File: config.mk
export PLATFORM = sky130hd
export DESIGN_NAME = sar_ctrl
export DESIGN_NICKNAME = d
export VERILOG_FILES = /design/src/rtl/sar_ctrl.sv
export SDC_FILE = /design/constraint.sdc
export NUM_CORES = 1
export LEC_CHECK = 0
export CORE_ASPECT_RATIO = 1.25
export CORE_MARGIN = 1.5
export CORE_UTILIZATION = 39
export DETAILED_ROUTE_END_ITERATION = 16
export PLACE_DENSITY = 0.74
export SLEW_MARGIN = 20
export SYNTH_ARGS = -nofsm -noshare
export SYNTH_HDL_FRONTEND = slang
export SYNTH_SLANG_ARGS = --single-unit
File: constraint.sdc
create_clock -name clk -period 1.7 [get_ports clk]
set_clock_uncertainty 0.15 [all_clocks]
set_input_delay 0.255 -clock clk [delete_from_list [all_inputs] [get_ports clk]]
set_output_delay 0.255 -clock clk [all_outputs]
set_load 0.1 [all_outputs]
File: src/rtl/sar_ctrl.sv
module sar_ctrl #(
  parameter int DW     = 10,
  parameter int LOW_DW = 8
) (
  input  logic          clk,
  input  logic          rst_n,
  input  logic          start,
  input  logic          abort,
  input  logic          res_lo,
  input  logic          cmp_in,
  output logic          sh_strobe,
  output logic [DW-1:0] dac_code,
  output logic          busy,
  output logic          eoc,
  output logic [DW-1:0] result
);
  localparam int DROP = DW - LOW_DW;
  localparam logic [DW-1:0] TOP = {1'b1, {(DW-1){1'b0}}};

  typedef enum logic [1:0] {IDLE, SAMPLE, APPLY, DECIDE} st_t;

  st_t st;
  logic [DW-1:0] trial, probe, kept;
  logic cmp_q, mode_q, last_bit;

  assign kept      = cmp_q ? trial : (trial & ~probe);
  assign last_bit  = mode_q ? probe[DROP] : probe[0];
  assign sh_strobe = (st == SAMPLE);
  assign busy      = (st != IDLE);
  assign dac_code  = trial;

  always_ff @(posedge clk) begin
    if (!rst_n) begin
      st     <= IDLE;
      trial  <= '0;
      probe  <= '0;
      cmp_q  <= 1'b0;
      mode_q <= 1'b0;
      eoc    <= 1'b0;
      result <= '0;
    end else begin
      eoc   <= 1'b0;
      cmp_q <= cmp_in;
      if (abort) begin
        st    <= IDLE;
        trial <= '0;
        probe <= '0;
      end else begin
        case (st)
          IDLE: if (start) begin
            st     <= SAMPLE;
            mode_q <= res_lo;
          end
          SAMPLE: begin
            st    <= APPLY;
            trial <= TOP;
            probe <= TOP;
          end
          APPLY: st <= DECIDE;
          DECIDE: begin
            if (last_bit) begin
              result <= kept;
              trial  <= '0;
              probe  <= '0;
              eoc    <= 1'b1;
              st     <= IDLE;
            end else begin
              trial <= kept | (probe >> 1);
              probe <= probe >> 1;
              st    <= APPLY;
            end
          end
          default: st <= IDLE;
        endcase
      end
    end
  end


  eoc_pulse_chk: assert property (@(posedge clk) disable iff (!rst_n)
    eoc |=> !eoc);


  sh_first_trial_chk: assert property (@(posedge clk) disable iff (!rst_n)
    (sh_strobe && !abort) |=> (!sh_strobe && dac_code == TOP));


  low_bits_zero_chk: assert property (@(posedge clk) disable iff (!rst_n)
    (busy && mode_q) |-> (dac_code[DROP-1:0] == '0));


  abort_idle_chk: assert property (@(posedge clk) disable iff (!rst_n)
    abort |=> (!busy && !eoc && $stable(result)));


  eoc_not_busy_chk: assert property (@(posedge clk) disable iff (!rst_n)
    eoc |-> !busy);


  result_hold_chk: assert property (@(posedge clk) disable iff (!rst_n)
    !eoc |-> $stable(result));
endmodule

==> flow_summary.yaml, run 1 <==
outcome:
  status: "completed"
placed_design:
  gp_congestion: 0.869
  port_buffers: 28
  dp.final_hpwl_mm: 2.04
  place_area_sq_um: 1910
  pre_cts_ws_ns: -0.117
setup_path:
  cp-start-kind: "flop"
  worst_ep_arrival_time_ns: 1.25
  crit_fanout: 8
  crit_type: "flop to primary output"
  cp-endpoint: "busy"
  r2r_start: "mode_q"
  rr_endpoint: "probe[7]"
  required_ns: 1.29
  endpoint_kind: "primary output"
  r2r_setup_slack_ns: 0.09
  r2r_cells: 3
  cp-startpoint: "st[1]"
cells_and_area:
  layout_common_cells: "35 x dfxtp_1, 24 x buf_12, 12 x mux2i_1, 11 x nand2_1, 11 x a21oi_1"
  final.fill_count: 261
  final_core_util: 0.613
  diodes: 0
  fin_nets: 170
  stdcell_area_sq_um: 1990
  drive_gt1_frac: 0.224
  syn2layout_area_growth_pct: 47.9
  layout_commonest_cell: "dfxtp_1"
timing:
  maxSlewHeadroom: 0.712
  finalSetupViolCount: 0
  setup_slack_ns: 0.0479
  tightestPinTransition_ns: 0.420
  min_period_over_period: 0.972
  rsz0062_at_grt: "no"
  min_period_ns: 1.65
  slew_viol_final: 0
  fmax_mhz: 605
  hold_viol: 0
synthesis:
  avgSynthCellArea_sq_um: 10.1
  yosysSeqAreaShare: 0.519
  syn-cell-area_sq_um: 1350
  synth_edf_count: 0
  yosys_warnings: 0
  ys_types: 25
  synth_cells: 133
  syn_nets: 139
  synthFlopType: "dfxtp_1"
  synthArstFlopShare: 0
  ys_ff_latch: 35
clocking:
  numClockSinks: 35
  cts_hold_buf: 0
  htreeDepth: 2
  insertion_delay_ns: 0.29
  clkTransAtPathRegs_ns: 0.06
  numCtsBuffers: 5
  tritoncts: "done"
  cts-root-buf: "clkbuf_8"
  post_cts_buffers: 0
  clockBufferDepth: 2
  cts-resized-gates: 0
routing:
  wire_per_inst_um: 14.3
  wirelength_mm: 2.89
  drc: 0
  drt-vias-per-instance: 5.45
  dr.pass1.iters: 4
  vias: 1100
  ant_nets: 0
  drt_iter0_markers: 43
global_route:
  overflow: 0
  grt_start_max_net_pins: 23
  antenna_found_initial: 0
  grt_usage: 0.161
  grt_first_pass_wirelength_mm: 4.65
  grt_pass1_vias: 1040
power:
  vdd_drop_max_uv: 552
  leakage_nw: 0.768
  power_density_nw_per_um2: 749
  p_total_mw: 1.49
floorplanning:
  die-area_sq_um: 3820
  fp.dieH_um: 68.8
  die_x_um: 55.6
  coreArea_sq_um: 3250
  start_util: 0.415
  num_io_pins: 29
  placementRows: 23
min_path:
  min_path_type: "flop to flop"
job:
  maxCapViolCount: 0
final cells by class:
class                   instances  area (sq um)  area share
flip-flops and latches         35           701       0.351
multi-input cells              88           606       0.304
repair buffers                 32           553       0.277
clock buffers                   7          76.3      0.0383
well taps                      37          46.3      0.0232
inverters                       2          7.51     0.00376
clock inverters                 1          5.00     0.00251
routing by layer:
metal,share of wire,global-route usage,vias up
li1,-,-,541
met1,0.42,0.180,521
met2,0.51,0.269,31
met3,0.044,0.0522,7
met4,0.022,0.101,0
met5,0,0,-
cell usage after synthesis (2+ instances only):
library cell / n / area (sq um)
o211ai_1: 2 / 15.0
clkbuf_1: 3 / 11.3
a22o_1: 9 / 78.8
nor2_1: 2 / 7.51
mux2i_1: 12 / 120
nand2b_1: 10 / 62.6
inv_1: 2 / 7.51
nor2b_1: 2 / 12.5
buf_2: 4 / 20.0
nand3_1: 9 / 45.0
o2bb2ai_1: 9 / 78.8
o21ai_0: 2 / 10.0
dfxtp_1: 35 / 701
nand2_1: 11 / 41.3
a21oi_1: 11 / 55.1
through the flow:
step           TNS [ns]  std cells  hold slack [ns]
6_report              0        202            0.349
5_1_grt               0        202            0.366
4_1_cts               0        202            0.353
3_5_place_dp     -0.986        194            0.344
3_3_place_gp     -0.425        194            0.332
2_1_floorplan         0        133            0.215
critical path: stages, from the launching register on:
cell	delay (ns)
dfxtp_1	0.40
or2_2	0.37
buf_12	0.18
worst min-delay path by stage:
stage | from | to | slack (ns) | depth (start not counted)
final | result[1] | result[1] | 0.35 | 2
after global routing | result[6] | result[6] | 0.37 | 2
after CTS | result[1] | result[1] | 0.35 | 2
after detailed placement | result[0] | result[0] | 0.34 | 2
after global placement | result[1] | result[1] | 0.33 | 2
after floorplan | start | st[0] | 0.22 | 1
flip-flops by register name, summed over array words and instances (netlist names):
name      cells
cmp_q         1
dac_code     10
eoc           1
mode_q        1
probe        10
result       10
st            2
report_power, final:
group	total (mW)	internal [mW]	leakage [nW]	switching (mW)
sequential	0.836	0.825	0.282	0.0105
combinational	0.0966	0.0423	0.444	0.0543
clock	0.562	0.287	0.0422	0.275
logic make-up (layout without fill, tap and decap cells):
group,after synthesis,count (layout),synth area share
flops,35,35,0.519
compound gates,35,35,0.189
simple gates,41,41,0.165
buf+inv,10,42,0.0371
mux,12,12,0.0891
(Power assumes the default switching activity.)
==> run 2, diff against run 1 <==
--- a/config.mk
+++ b/config.mk
@@ -10,6 +10,7 @@
 export CORE_UTILIZATION = 39
 export DETAILED_ROUTE_END_ITERATION = 16
 export PLACE_DENSITY = 0.74
+export SETUP_SLACK_MARGIN = 0.1
 export SLEW_MARGIN = 20
 export SYNTH_ARGS = -nofsm -noshare
 export SYNTH_HDL_FRONTEND = slang
==> run 2 against run 1 <==
Combinational power increased by 1%. Non-clock buffer count unchanged. Final area rose by 0.63%. Sequential share of layout area about the same. Fmax up 9.4%. First-iteration DRC count decreased by 12%. Critical path depth unchanged. Sequential cell count did not move. Clock power barely moved. Via count is 1.1% higher. Largest power group unchanged. Highest routed layer unchanged.
==> flow_summary.yaml, run 2 (same netlist as run 1, synthesis figures left out) <==
floorplanning:
  num_io_pins: 29
  start_util: 0.415
  placementRows: 23
  fp.dieH_um: 68.8
  die-area_sq_um: 3820
  die_x_um: 55.6
  coreArea_sq_um: 3250
global_route:
  grt_usage: 0.161
  grt_pass1_vias: 1040
  overflow: 0
  grt_first_pass_wirelength_mm: 4.65
  antenna_found_initial: 0
  grt_start_max_net_pins: 23
setup_path:
  cp-endpoint: "busy"
  crit_fanout: 8
  rr_endpoint: "result[7]"
  crit_type: "flop to primary output"
  r2r_setup_slack_ns: 0.19
  endpoint_kind: "primary output"
  path_cells: "or2_4 -> buf_12"
  max_stage_delay_ns: 0.38
  worst_ep_arrival_time_ns: 1.10
  crit_family: "flip-flops"
  r2r_cells: 3
  cp-startpoint: "st[1]"
  r2r_start: "mode_q"
  required_ns: 1.29
  cp.buffers_inverters: 1
  cp_slowest_cell: "dfxtp_4"
  cp-start-kind: "flop"
  path_depth: 2
clocking:
  clkTransAtPathRegs_ns: 0.07
  clockBufferDepth: 2
  tritoncts: "done"
  numClockSinks: 35
  cts-root-buf: "clkbuf_8"
  insertion_delay_ns: 0.29
  numCtsBuffers: 5
  htreeDepth: 2
cells_and_area:
  final_core_util: 0.617
  diodes: 0
  drive_gt1_frac: 0.248
  syn2layout_area_growth_pct: 48.8
  fin_nets: 170
  layout_commonest_cell: "dfxtp_1"
  final.fill_count: 258
  stdcell_area_sq_um: 2010
  fin_cells: 202
  layout_common_cells: "33 x dfxtp_1, 24 x buf_12, 11 x nand2_1, 11 x mux2i_1, 11 x a21oi_1"
routing:
  wirelength_mm: 2.94
  dr.pass1.iters: 4
  ant_nets: 0
  drt_iter0_markers: 38
  drc: 0
  wire_per_inst_um: 14.5
  drt-vias-per-instance: 5.50
  vias: 1112
power:
  p_total_mw: 1.50
  leakage_nw: 0.769
  vdd_drop_max_uv: 553
  power_density_nw_per_um2: 745
placed_design:
  pre_cts_ws_ns: -0.117
  dp.final_hpwl_mm: 2.04
  gp_congestion: 0.869
  dp_cells: 194
  place_area_sq_um: 1910
  port_buffers: 28
timing:
  maxSlewHeadroom: 0.727
  slew_viol_final: 0
  hold_viol: 0
  min_period_ns: 1.51
  fmax_mhz: 662
  rsz0062_at_grt: "no"
  setup_slack_ns: 0.190
  tightestPinTransition_ns: 0.404
  finalSetupViolCount: 0
  min_period_over_period: 0.888
min_path:
  min_path_type: "flop to flop"
outcome:
  status: "completed"
job:
  maxCapViolCount: 0
## run 2: cell counts in the layout (fill, tap and decap cells not counted)
No cell type changed its count.
## run 2: per-stage QoR
| stage | hold WS (ns) | setup TNS [ns] |
|---|---|---|
| floorplan | 0.215 | 0 |
| global placement | 0.332 | -0.425 |
| detailed placement | 0.344 | -0.986 |
| CTS | 0.353 | 0 |
| global route | 0.366 | 0 |
| finish | 0.348 | 0 |
## run 2: worst min path at each step
| stage | from | cells after the start | endpoint | slack (ns) |
|---|---|---|---|---|
| after floorplan | start | 1 | st[0] | 0.22 |
| after global placement | result[1] | 2 | result[1] | 0.33 |
| after detailed placement | result[0] | 2 | result[0] | 0.34 |
| after CTS | result[1] | 2 | result[1] | 0.35 |
| after global routing | result[6] | 2 | result[6] | 0.37 |
| final | result[1] | 2 | result[1] | 0.35 |
## run 2: layout make-up
class / instances / area (sq um) / area share
Timing Repair Buffer: 32 / 553 / 0.276
Clock buffer: 7 / 76.3 / 0.0380
Sequential cell: 35 / 706 / 0.352
Multi-Input combinational cell: 88 / 613 / 0.305
Tap cell: 37 / 46.3 / 0.0231
Inverter: 2 / 7.51 / 0.00374
Clock inverter: 1 / 5.00 / 0.00249
## run 2: report_power, final
part | internal, mW | leakage (nW) | switching, mW
combinational | 0.0435 | 0.443 | 0.0543
sequential | 0.825 | 0.284 | 0.0107
clock | 0.287 | 0.0422 | 0.276
total | 1.15 | 0.769 | 0.341
## run 2: layer usage
layer	vias up	GRT usage	share of wire
met5	-	0	0
met3	5	0.0522	0.062
li1	543	-	-
met1	521	0.180	0.40
met4	0	0.101	0.021
met2	43	0.269	0.52
## run 2: what timing repair did
item	in CTS	in global routing
cloned	0	0
gates resized for setup	2	4
hold buffers	0	0
buffers inserted	0	0
setup endpoints to repair	2	17
## run 2: worst register-to-register path: stages (launching register included)
cell,delay [ns]
dfxtp_1,0.38
mux2i_2,0.37
or3_4,0.32
mux2i_1,0.23
==> run 3, diff against run 2 <==
--- a/config.mk
+++ b/config.mk
@@ -6,10 +6,9 @@
 export NUM_CORES = 1
 export LEC_CHECK = 0
 export CORE_ASPECT_RATIO = 1.25
-export CORE_MARGIN = 1.5
+export CORE_MARGIN = 5
 export CORE_UTILIZATION = 39
 export DETAILED_ROUTE_END_ITERATION = 16
-export PLACE_DENSITY = 0.74
 export SETUP_SLACK_MARGIN = 0.1
 export SLEW_MARGIN = 20
 export SYNTH_ARGS = -nofsm -noshare
==> run 3 against run 2 <==
Combinational power hardly changed. Largest power group unchanged. First-iteration DRC count is 24% lower. Core utilization is 2.0 points lower. Setup slack better by 0.0071 ns. Final cell count is 0.99% higher. Register-to-register slack better by 0.02 ns. Critical path type unchanged. Critical endpoint unchanged. Total power is 14% higher. Sequential share of layout area is 0.65 points lower. Highest routed layer unchanged. Non-clock buffer count stayed put.
==> flow_summary.yaml, run 3 (same netlist as run 1, synthesis figures left out) <==
timing:
  holdWs_ns: 0.346
  fmax_mhz: 665
  hold_viol: 0
  min_period_over_period: 0.884
  finalSetupViolCount: 0
  setup-tns-final_ns: 0
  maxSlewHeadroom: 0.705
  setup_slack_ns: 0.197
  slew_viol_final: 0
  min_period_ns: 1.50
  tightestPinTransition_ns: 0.436
  rsz0062_at_grt: "no"
placed_design:
  gp_congestion: 0.728
  pre_cts_ws_ns: -0.0461
  dp.final_hpwl_mm: 2.06
  port_buffers: 28
cells_and_area:
  final_core_util: 0.597
  fin_nets: 170
  layout_common_cells: "33 x dfxtp_1, 24 x buf_12, 11 x nand2_1, 11 x mux2i_1, 11 x a21oi_1"
  syn2layout_area_growth_pct: 51.6
  final.fill_count: 296
  layout_commonest_cell: "dfxtp_1"
  diodes: 0
  drive_gt1_frac: 0.255
setup_path:
  rr_endpoint: "result[2]"
  required_ns: 1.29
  r2r_start: "probe[2]"
  crit_fanout: 8
  worst_ep_arrival_time_ns: 1.10
  crit_type: "flop to primary output"
  r2r_setup_slack_ns: 0.21
  endpoint_kind: "primary output"
  r2r_cells: 3
  cp-start-kind: "flop"
floorplanning:
  num_io_pins: 29
  fp.dieH_um: 75.8
  start_util: 0.394
  die_x_um: 62.6
  coreArea_sq_um: 3420
  die-area_sq_um: 4740
  placementRows: 24
job:
  maxCapViolCount: 0
clocking:
  cts_hold_buf: 0
  cts-root-buf: "clkbuf_8"
  clockBufferDepth: 2
  clkTransAtPathRegs_ns: 0.07
  numCtsBuffers: 5
  numClockSinks: 35
  htreeDepth: 2
  tritoncts: "done"
  insertion_delay_ns: 0.29
global_route:
  grt_start_max_net_pins: 23
  grtUsageMet3: 0.0546
  grt_usage: 0.138
  use_met2: 0.226
  antenna_found_initial: 0
  overflow: 0
  grt_pass1_vias: 1058
  grt-busiest-layer: "met2"
  grt_first_pass_wirelength_mm: 5.11
  met1_usage: 0.162
power:
  leakage_nw: 0.788
  vdd_drop_max_uv: 741
  power_density_nw_per_um2: 834
routing:
  drt-vias-per-instance: 5.28
  drc: 0
  wirelength_mm: 2.97
  vias: 1078
  wire_per_inst_um: 14.5
  drt_iter0_markers: 29
  ant_nets: 0
  dr.pass1.iters: 2
min_path:
  min_from: "result[4]"
  min_to: "result[4]"
  min_path_type: "flop to flop"
  hold_path_depth: 2
outcome:
  status: "completed"
-- run 3: where the power goes --
part	switching, mW	internal (mW)	leakage [nW]
Combinational	0.0544	0.0435	0.443
Sequential	0.0100	0.824	0.284
Clock	0.300	0.474	0.0612
Total	0.364	1.34	0.788
-- run 3: metrics by stage --
stage / power [mW] / cell area [sq um] / std cells
finish: 1.71 / 2040 / 204
CTS: 1.73 / 2040 / 204
detailed placement: 0.951 / 1920 / 196
floorplan: 0.908 / 1360 / 133
global placement: 0.950 / 1920 / 196
global route: 1.77 / 2040 / 204
-- run 3: metal layers --
layer	up-vias	routed length, um
li1	544	-
met1	511	1310
met2	18	1470
met3	5	140
met4	0	41
met5	-	0
-- run 3: how the worst max path moves through the flow --
stage,slack [ns],depth (start not counted),start,to
6_report,0.20,2,st[1],busy
5_1_grt,0.13,3,probe[2],result[2]
4_1_cts,0.11,2,st[1],busy
3_5_place_dp,-0.05,5,rst_n,probe[2]
3_3_place_gp,0.02,5,rst_n,probe[4]
2_1_floorplan,0.17,2,dac_code[9],dac_code[9]
-- run 3: cell type report --
cell class | count | area (sq um) | share of cell area
Clock buffer | 6 | 82.6 | 0.0404
Clock inverter | 2 | 35.0 | 0.0171
Inverter | 2 | 7.51 | 0.00367
Multi-Input combinational cell | 88 | 612 | 0.299
Sequential cell | 35 | 706 | 0.345
Tap cell | 39 | 48.8 | 0.0239
Timing Repair Buffer | 32 | 553 | 0.271
-- run 3: what timing repair did --
item | 4_1_cts | 5_1_grt
setup buffers | 0 | 0
pin swaps | 0 | 1
gates resized for setup | 2 | 3
cloned | 0 | 0
endpoints found under the setup margin | 1 | 11
-- run 3: critical path, cell delays in order (launching register included) --
cell and delay, ns:
dfxtp_4 0.38, or2_4 0.27, buf_12 0.17
